$ cat src/rtl/seg_dac_pkg.sv
package seg_dac_pkg;
  localparam int COARSE_W_DEF = 5;
  localparam int FINE_W_DEF   = 4;
  localparam int LSB_W_DEF    = 5;

  // number of unary lines produced from a w-bit field
  function automatic int therm_lines(input int w);
    return (1 << w) - 1;
  endfunction
endpackage

$ cat src/rtl/seg_dac_in_reg.sv
module seg_dac_in_reg #(
  parameter int DW = 14
) (
  input  logic          clk_i,
  input  logic          rst_ni,
  input  logic [DW-1:0] data_i,
  input  logic          sleep_i,
  output logic [DW-1:0] data_o,
  output logic          sleep_o
);
  always_ff @(posedge clk_i or negedge rst_ni) begin
    if (!rst_ni) begin
      data_o  <= '0;
      sleep_o <= 1'b1;
    end else begin
      data_o  <= data_i;
      sleep_o <= sleep_i;
    end
  end
endmodule

$ cat src/rtl/seg_dac_therm.sv
module seg_dac_therm #(
  parameter int IN_W  = 5,
  localparam int OUT_W = (1 << IN_W) - 1
) (
  input  logic [IN_W-1:0]  code_i,
  output logic [OUT_W-1:0] therm_o
);
  for (genvar k = 0; k < OUT_W; k++) begin : g_line
    assign therm_o[k] = (code_i > IN_W'(k));
  end
endmodule

$ cat src/rtl/seg_dac_pair_reg.sv
module seg_dac_pair_reg #(
  parameter int W = 31
) (
  input  logic         clk_i,
  input  logic         rst_ni,
  input  logic         park_i,
  input  logic [W-1:0] d_i,
  output logic [W-1:0] a_o,
  output logic [W-1:0] b_o
);
  // separate flop per polarity so both sides switch on the same edge
  for (genvar i = 0; i < W; i++) begin : g_pair
    always_ff @(posedge clk_i or negedge rst_ni) begin
      if (!rst_ni) begin
        a_o[i] <= 1'b0;
        b_o[i] <= 1'b1;
      end else begin
        a_o[i] <= park_i ? 1'b0 : d_i[i];
        b_o[i] <= park_i ? 1'b1 : ~d_i[i];
      end
    end
  end
endmodule

$ cat src/rtl/seg_dac_decoder.sv
module seg_dac_decoder #(
  parameter int COARSE_W = seg_dac_pkg::COARSE_W_DEF,
  parameter int FINE_W   = seg_dac_pkg::FINE_W_DEF,
  parameter int LSB_W    = seg_dac_pkg::LSB_W_DEF
) (
  input  logic                                        clk_i,
  input  logic                                        rst_ni,
  input  logic                                        sleep_i,
  input  logic [COARSE_W+FINE_W+LSB_W-1:0]            data_i,
  output logic [seg_dac_pkg::therm_lines(COARSE_W)-1:0] coarse_a_o,
  output logic [seg_dac_pkg::therm_lines(COARSE_W)-1:0] coarse_b_o,
  output logic [seg_dac_pkg::therm_lines(FINE_W)-1:0]   fine_a_o,
  output logic [seg_dac_pkg::therm_lines(FINE_W)-1:0]   fine_b_o,
  output logic [LSB_W-1:0]                              lsb_a_o,
  output logic [LSB_W-1:0]                              lsb_b_o
);
  localparam int DW    = COARSE_W + FINE_W + LSB_W;
  localparam int NC    = seg_dac_pkg::therm_lines(COARSE_W);
  localparam int NF    = seg_dac_pkg::therm_lines(FINE_W);
  localparam int C_LSB = FINE_W + LSB_W;

  logic [DW-1:0]       data_q;
  logic                sleep_q;
  logic [COARSE_W-1:0] coarse_fld;
  logic [FINE_W-1:0]   fine_fld;
  logic [LSB_W-1:0]    lsb_fld;
  logic [NC-1:0]       coarse_th;
  logic [NF-1:0]       fine_th;

  seg_dac_in_reg #(.DW(DW)) u_in (
    .clk_i  (clk_i),
    .rst_ni (rst_ni),
    .data_i (data_i),
    .sleep_i(sleep_i),
    .data_o (data_q),
    .sleep_o(sleep_q)
  );

  assign coarse_fld = data_q[DW-1 -: COARSE_W];
  assign fine_fld   = data_q[C_LSB-1 -: FINE_W];
  assign lsb_fld    = data_q[LSB_W-1:0];

  seg_dac_therm #(.IN_W(COARSE_W)) u_coarse_dec (
    .code_i (coarse_fld),
    .therm_o(coarse_th)
  );

  seg_dac_therm #(.IN_W(FINE_W)) u_fine_dec (
    .code_i (fine_fld),
    .therm_o(fine_th)
  );

  seg_dac_pair_reg #(.W(NC)) u_coarse_out (
    .clk_i (clk_i),
    .rst_ni(rst_ni),
    .park_i(sleep_q),
    .d_i   (coarse_th),
    .a_o   (coarse_a_o),
    .b_o   (coarse_b_o)
  );

  seg_dac_pair_reg #(.W(NF)) u_fine_out (
    .clk_i (clk_i),
    .rst_ni(rst_ni),
    .park_i(sleep_q),
    .d_i   (fine_th),
    .a_o   (fine_a_o),
    .b_o   (fine_b_o)
  );

  seg_dac_pair_reg #(.W(LSB_W)) u_lsb_out (
    .clk_i (clk_i),
    .rst_ni(rst_ni),
    .park_i(sleep_q),
    .d_i   (lsb_fld),
    .a_o   (lsb_a_o),
    .b_o   (lsb_b_o)
  );
endmodule

$ cat config.mk
export PLATFORM = sky130hd
export DESIGN_NAME = seg_dac_decoder
export DESIGN_NICKNAME = d
export VERILOG_FILES = /design/src/rtl/seg_dac_pkg.sv /design/src/rtl/seg_dac_in_reg.sv /design/src/rtl/seg_dac_therm.sv /design/src/rtl/seg_dac_pair_reg.sv /design/src/rtl/seg_dac_decoder.sv
export SDC_FILE = /design/constraint.sdc
export NUM_CORES = 1
export LEC_CHECK = 0
export CAP_MARGIN = 20
export CORE_UTILIZATION = 46
export CTS_CLUSTER_DIAMETER = 60
export DETAILED_ROUTE_END_ITERATION = 10
export PLACE_DENSITY = 0.79
export SLEW_MARGIN = 20
export SYNTH_ARGS = -nofsm -noshare
export SYNTH_HDL_FRONTEND = slang
export SYNTH_SLANG_ARGS = --single-unit
$ cat constraint.sdc
create_clock -name clk_i -period 1.7 [get_ports clk_i]
set_clock_uncertainty 0.1 [all_clocks]
set_input_delay 0.34 -clock clk_i [delete_from_list [all_inputs] [get_ports clk_i]]
set_output_delay 0.34 -clock clk_i [all_outputs]
set_load 0.01 [all_outputs]
==> impl_metrics.csv, run 1 <==
group,metric,value,unit
global_routing,global_route.overflow_total,0,
power,power.density_cell_area,1289,nW/um2
global_routing,vias_in_the_first_global_route,2516,
critical_path,timing.critical_path.cells,"clkdlybuf4s15_2",
placed_design,placed_wire_length_estimate_after_detailed_placement,5516,um
yosys,yosys.area.top_type,"sky130_fd_sc_hd__dfrtp_1",
floorplan,die_height,92.83,um
clock_network,clk_path_buf_depth,2,
yosys,syn_nets,284,
yosys,yosys-top-cells-area,"sky130_fd_sc_hd__dfrtp_1 (43%), sky130_fd_sc_hd__dfstp_2 (36%), sky130_fd_sc_hd__a21o_1 (2.6%), sky130_fd_sc_hd__nor2_1 (2.6%), sky130_fd_sc_hd__a21oi_1 (2.2%)",
global_routing,gr_met2_demand_resource,0.3529,
yosys,syn_inst,267,
timing,finalCritPeriodShare,0.9789,
clock_network,root_buffer,"sky130_fd_sc_hd__clkbuf_8",
drt,post_drt_wl_per_cell,16.09,um
timing,maxSlewViolCount,0,
timing,slew_of_the_pin_with_the_lowest_slew_margin,0.5312,ns
critical_path,cp_num_buf_inv,1,
timing,clock.fmax,600.9,MHz
layout,number_of_antenna_cells_inserted,0,
yosys,post_synth_instance_area,3795,um2
clock_network,numCtsBuffers,17,
clock_network,cts_htree_levels,4,
critical_path,critical_path.top_delay_family,"flip-flops",
placed_design,numPortBuffers,118,
layout,nNetsFinal,417,
layout,layout.cells.most_common,"sky130_fd_sc_hd__dfrtp_1",
drt,drt-total-wl,8286,um
placed_design,dpl.cell_count,482,
floorplan,die_x,92.83,um
critical_path,timing.critical_path.fanout_max,1,
power,vdd_drop_max,735.2,uV
power,p_leak,2.669,nW
global_routing,top_usage_layer,"met2",
layout,area_growth_from_synthesis_to_layout,44.81,%
hold_path,timing.hold.worst.class,"input port to flop",
floorplan,start_util,0.4836,
job,max_capacitance_violation_count,0,
critical_path,worst_setup_path_end_kind,"output port",
floorplan,design.portCount,119,
layout,final_layout_size_suffix_gt1_frac,0.3729,
clock_network,cts_num_sinks,117,
clock_network,cts_tree,"built",
timing,relative_max_transition_margin,0.6458,
floorplan,floorplan.die_area,8617,um2
yosys,yosysWarningCount,0,
drt,initialDrtViolationCount,151,
critical_path,worstPathRequired,1.26,ns
global_routing,grt.total_usage,0.2129,
global_routing,grt_util_met3,0.05747,
global_routing,met1_usage,0.2605,
yosys,synth_top_family_by_area,"compound AO/OA/AOI/OAI gates",
floorplan,core_region_area,7848,um2
timing,grt_setup_unrepaired,"no",
power,seq_power_share,0.431,
clock_network,path_clk_slew,0.06,ns
drt,drc,0,
global_routing,maximum_number_of_pins_on_one_net_before_global_route_repair,40,
timing,setup_viol,0,
yosys,ys_seq_elements,117,
critical_path,worstSetupPathType,"flop to output port",
critical_path,worst-endpoint-arrival,1.22,ns
yosys,synth-simple-area-share,0.08737,
yosys,yosys.cell_types.count,29,
power,power_switching_share,0.2264,
drt,drt-pass1-iter-count,4,
floorplan,std_cell_rows,32,
power,p_int,0.005479,W
yosys,synth_fa_ha_area_frac,0,
timing,min_period,1.664,ns
power,pwr-share-clk,0.498,
critical_path,slowest_cell_delay_on_critical_path,0.52,ns
global_routing,antenna_found_initial,0,
timing,fin_setup_tns,0,ns
yosys,parity_gate_share_of_the_synthesized_area_counting_xor_and_xnor_cells,0,
yosys,synthMuxAreaShare,0,
power,netSwitchingPower,0.001604,W
critical_path,crit_path_start_kind,"flop",
clock_network,clk-insertion-delay-late,0.50,ns
global_routing,wire_length_of_the_first_global_routing_pass,13360,um
drt,drtAntennaViolNets,0,
critical_path,timing.critical_path.slowest_stage_cell,"sky130_fd_sc_hd__dfstp_2",
drt,avgViaCountPerCell,4.835,
yosys,synth-seq-area-share,0.7887,
placed_design,place.gp.congestion,0.7575,
yosys,synth-compound-area-share,0.09067,
yosys,synth_top_area_frac,0.4286,
drt,via_count,2490,
yosys,syn-mean-instance-area,14.21,um2
timing,hold_viol,0,
outcome,run_status,"completed",
power,comb_power_share,0.071,
layout,instances_no_fill,515,
layout,mostFrequentLayoutCells,"sky130_fd_sc_hd__dfrtp_1 (65), sky130_fd_sc_hd__dfstp_2 (52), sky130_fd_sc_hd__dlygate4sd2_1 (51)",
[power by group through the flow]
| stage | combinational [W] | clock, W | sequential (W) |
|---|---|---|---|
| 2_1_floorplan | 0.000157 | 0 | 0.00314 |
| 3_3_place_gp | 0.000588 | 0 | 0.00310 |
| 3_5_place_dp | 0.000601 | 0 | 0.00310 |
| 4_1_cts | 0.000533 | 0.00358 | 0.00306 |
| 5_1_grt | 0.000551 | 0.00370 | 0.00307 |
| 6_report | 0.000502 | 0.00353 | 0.00305 |
[state kept, by name, summed over array words and instances (netlist names)]
name              cells
u_coarse_out.b_o     31
u_lsb_out.b_o         5
u_coarse_out.a_o     31
u_fine_out.b_o       15
u_in.data_o          14
u_lsb_out.a_o         5
u_in.sleep_o          1
u_fine_out.a_o       15
[logic make-up (layout without fill, tap and decap cells)]
family          after synthesis  in the layout
flops                       117            117
simple gates                 65             65
compound gates               56             56
buf+inv                      29            175
[layer usage]
metal  share of wire  vias to the layer above
met5               0                        -
met1            0.39                     1236
met3           0.057                       16
li1                -                     1139
met2            0.53                       99
met4           0.021                        0
[synthesized netlist by cell type]
library cell	n
sky130_fd_sc_hd__a21o_1	13
sky130_fd_sc_hd__a21oi_1	17
sky130_fd_sc_hd__a31oi_1	2
sky130_fd_sc_hd__a41oi_1	1
sky130_fd_sc_hd__and2_1	3
sky130_fd_sc_hd__and3_1	1
sky130_fd_sc_hd__and4_1	1
sky130_fd_sc_hd__buf_2	11
sky130_fd_sc_hd__buf_4	1
sky130_fd_sc_hd__clkbuf_1	3
sky130_fd_sc_hd__dfrtp_1	65
sky130_fd_sc_hd__dfstp_2	52
sky130_fd_sc_hd__inv_1	12
sky130_fd_sc_hd__inv_2	2
sky130_fd_sc_hd__nand2_1	6
sky130_fd_sc_hd__nand2b_1	4
sky130_fd_sc_hd__nand3_1	2
sky130_fd_sc_hd__nand3b_1	2
sky130_fd_sc_hd__nand4_1	1
sky130_fd_sc_hd__nand4b_2	1
sky130_fd_sc_hd__nor2_1	26
sky130_fd_sc_hd__nor2b_1	5
sky130_fd_sc_hd__nor3_1	5
sky130_fd_sc_hd__o211a_1	1
sky130_fd_sc_hd__o21a_1	7
sky130_fd_sc_hd__o21ai_0	14
sky130_fd_sc_hd__o21bai_1	1
sky130_fd_sc_hd__or2_1	1
sky130_fd_sc_hd__or2_2	7
[repair_timing]
item,CTS,global route
setup buffers,0,0
hold endpoints to repair,27,0
endpoints found under the setup margin,102,27
gates resized for setup,208,27
hold buffers,1,0
gates cloned,0,0
[metrics by stage]
step / total power (W) / setup slack [ns] / util / cell area, um2 / hold slack [ns]
2_1_floorplan: 0.003293 / 0.4906 / - / 3795 / -0.05559
3_3_place_gp: 0.003683 / 0.2203 / 0.6534 / 5127 / 0.1992
3_5_place_dp: 0.003703 / 0.2023 / 0.6534 / 5127 / 0.2040
4_1_cts: 0.007169 / 0.0001372 / 0.7208 / 5657 / 0.1272
5_1_grt: 0.007326 / 0.00002465 / 0.7003 / 5495 / 0.1398
6_report: 0.007083 / 0.03588 / 0.7003 / 5495 / 0.1533
[worst reg2reg max path, stage by stage, from the launching register on]
cell                       delay (ns)
sky130_fd_sc_hd__dfstp_2         0.68
sky130_fd_sc_hd__nand2b_1        0.33
sky130_fd_sc_hd__buf_4           0.20
sky130_fd_sc_hd__a21oi_1         0.05
[layout make-up]
class                   count  area, um2
well taps                 102      127.6
fillers                   583       2352
repair buffers            129       1042
multi-input cells         121      675.6
clock inverters            14      176.4
inverters                  14      52.55
flip-flops and latches    117       2993
clock buffers              18      427.9
[path summary, 6_finish.rpt]
path,slack [ns],end,startpoint,cells past startpoint
worst max register to register,0.20,u_coarse_out.a_o[20],u_in.sleep_o,3
max in group asynchronous,0.67,u_coarse_out.b_o[27],rst_ni,3
min in group asynchronous,0.21,u_fine_out.a_o[11],rst_ni,2
worst max-delay path,0.04,coarse_b_o[26],u_coarse_out.b_o[26],1
worst min register to register,0.42,u_lsb_out.a_o[3],u_in.data_o[3],1
worst min-delay path,0.15,u_in.sleep_o,sleep_i,1
(Power assumes the default switching activity.)
==> run 2, diff against run 1 <==
- CORE_UTILIZATION: 46 -> 45
- PLACE_DENSITY: 0.79 -> 0.78
==> run 2 against run 1 <==
  * Critical path depth unchanged
  * Fmax down 0.12%
  * Sequential cell count did not move
  * Setup slack lost 0.0021 ns
  * Core utilization decreased by 3.4 points
  * Sequential share of layout area up 0.50 points
  * Final area fell by 0.91%
  * Clock power increased by 2%
==> impl_metrics.csv, run 2 (synthesis gave the netlist of run 1 again) <==
group,metric,value,unit
power,power,0.007160,W
layout,instances_no_fill,517,
clock_network,cts_num_sinks,117,
timing,min_period,1.666,ns
clock_network,path_clk_slew,0.05,ns
critical_path,cp_num_buf_inv,1,
hold_path,timing.hold.worst.class,"input port to flop",
drt,drt-total-wl,8216,um
timing,grt_setup_unrepaired,"no",
placed_design,placed_wire_length_estimate_after_detailed_placement,5310,um
critical_path,timing.reg2reg.worst_path_depth,2,
clock_network,cts_tree,"built",
timing,hold_viol,0,
critical_path,critical_path.top_delay_family,"flip-flops",
layout,mostFrequentLayoutCells,"sky130_fd_sc_hd__dfrtp_1 (65), sky130_fd_sc_hd__dfstp_2 (52), sky130_fd_sc_hd__dlygate4sd2_1 (51)",
critical_path,regToRegStartpoint,"u_in.data_o[11]",
clock_network,cts.repair_timing.setup_buffer_count,0,
floorplan,core_region_area,8175,um2
drt,routed.top_layer,"met4",
timing,relative_max_transition_margin,0.5561,
critical_path,regToRegSetupSlack,0.17,ns
floorplan,start_util,0.4642,
layout,nNetsFinal,416,
drt,met3_length,469,um
clock_network,numCtsBuffers,17,
critical_path,cp-endpoint,"lsb_b_o[4]",
timing,setup_viol,0,
floorplan,std_cell_rows,33,
drt,avgViaCountPerCell,4.853,
timing,clock.fmax,600.2,MHz
critical_path,worst_setup_path_end_kind,"output port",
drt,initialDrtViolationCount,62,
critical_path,critPathLaunch,"u_lsb_out.b_o[4]",
critical_path,timing.rr.end,"u_coarse_out.b_o[20]",
critical_path,critical_path_depth,1,
drt,detail_route.wirelength.met1,3141,um
critical_path,slowest_cell_delay_on_critical_path,0.52,ns
timing,fin_setup_tns,0,ns
layout,n_fill_cell,631,
clock_network,clk-insertion-delay-late,0.50,ns
global_routing,grt.total_usage,0.2072,
power,power.density_cell_area,1315,nW/um2
layout,number_of_antenna_cells_inserted,0,
floorplan,floorplan.die_area,8804,um2
timing,slew_of_the_pin_with_the_lowest_slew_margin,0.6658,ns
critical_path,crit_path_start_kind,"flop",
global_routing,wire_length_of_the_first_global_routing_pass,13120,um
power,p_leak,2.668,nW
floorplan,die_height,93.83,um
critical_path,timing.critical_path.slowest_stage_cell,"sky130_fd_sc_hd__dfstp_2",
floorplan,die_x,93.83,um
layout,final_core_util,0.6661,
power,vdd_drop_max,796.7,uV
critical_path,worstPathRequired,1.26,ns
critical_path,worst-endpoint-arrival,1.23,ns
global_routing,maximum_number_of_pins_on_one_net_before_global_route_repair,42,
clock_network,root_buffer,"sky130_fd_sc_hd__clkbuf_8",
outcome,run_status,"completed",
global_routing,global_route.overflow_total,0,
layout,final_layout_size_suffix_gt1_frac,0.3738,
critical_path,worstSetupPathType,"flop to output port",
floorplan,design.portCount,119,
placed_design,dpl.cell_count,484,
timing,hold_slack,0.1440,ns
layout,layout.cells.most_common,"sky130_fd_sc_hd__dfrtp_1",
drt,drtAntennaViolNets,0,
timing,maxSlewViolCount,0,
placed_design,numPortBuffers,118,
drt,drt-pass1-iter-count,4,
global_routing,vias_in_the_first_global_route,2581,
layout,area_growth_from_synthesis_to_layout,43.49,%
drt,drc,0,
clock_network,clk_path_buf_depth,2,
drt,met2_length,4472,um
critical_path,timing.critical_path.fanout_max,1,
layout,largestRegisters,"u_coarse_out.a_o (31), u_coarse_out.b_o (31)",
clock_network,cts_htree_levels,4,
global_routing,antenna_found_initial,0,
timing,finalCritPeriodShare,0.9801,
job,max_capacitance_violation_count,0,
placed_design,place.gp.congestion,0.7886,
critical_path,timing.critical_path.cells,"clkdlybuf4s15_2",
drt,post_drt_wl_per_cell,15.89,um
drt,via_count,2509,
run 2: worst min-delay path by stage:
| stage | startpoint | end | slack [ns] | cells after the start |
|---|---|---|---|---|
| after detailed placement | rst_ni | u_fine_out.a_o[7] | 0.20 | 1 |
| after global routing | sleep_i | u_in.sleep_o | 0.14 | 1 |
| after CTS | sleep_i | u_in.sleep_o | 0.13 | 1 |
| final | sleep_i | u_in.sleep_o | 0.14 | 1 |
| after floorplan | rst_ni | u_coarse_out.a_o[0] | -0.06 | 0 |
| after global placement | rst_ni | u_fine_out.a_o[13] | 0.19 | 1 |
run 2: routing by layer:
layer  GRT usage  up-vias
met2      0.3485       91
met3     0.06149       12
met4     0.09359        0
li1            -     1140
met5           0        -
met1      0.2452     1266
run 2: what timing repair did:
action / 4_1_cts / 5_1_grt
pin swaps: 0 / 0
gates resized for setup: 191 / 43
hold endpoints to repair: 51 / 0
hold buffers: 1 / 0
endpoints found under the setup margin: 102 / 43
run 2: area by class of cell:
cell class | instances | area, um2 | share of cell area
Clock buffer | 19 | 431.7 | 0.07927
Clock inverter | 13 | 180.2 | 0.03309
Inverter | 14 | 52.55 | 0.009651
Multi-Input combinational cell | 121 | 675.6 | 0.1241
Sequential cell | 117 | 2993 | 0.5496
Tap cell | 105 | 131.4 | 0.02413
Timing Repair Buffer | 128 | 980.9 | 0.1801
run 2: through the flow:
| stage | instance area (um2) | setup slack (ns) |
|---|---|---|
| after floorplan | 3795 | 0.4906 |
| after global placement | 5136 | 0.2189 |
| after detailed placement | 5136 | 0.2019 |
| after CTS | 5689 | 0.0003290 |
| after global routing | 5445 | 0.002358 |
| final | 5445 | 0.03382 |
run 2: power breakdown:
| part | switching (W) | internal, W | leakage (nW) |
|---|---|---|---|
| combinational | 0.000277 | 0.000215 | 1.01 |
| sequential | 0.0000789 | 0.00298 | 1.37 |
| clock | 0.00120 | 0.00241 | 0.294 |
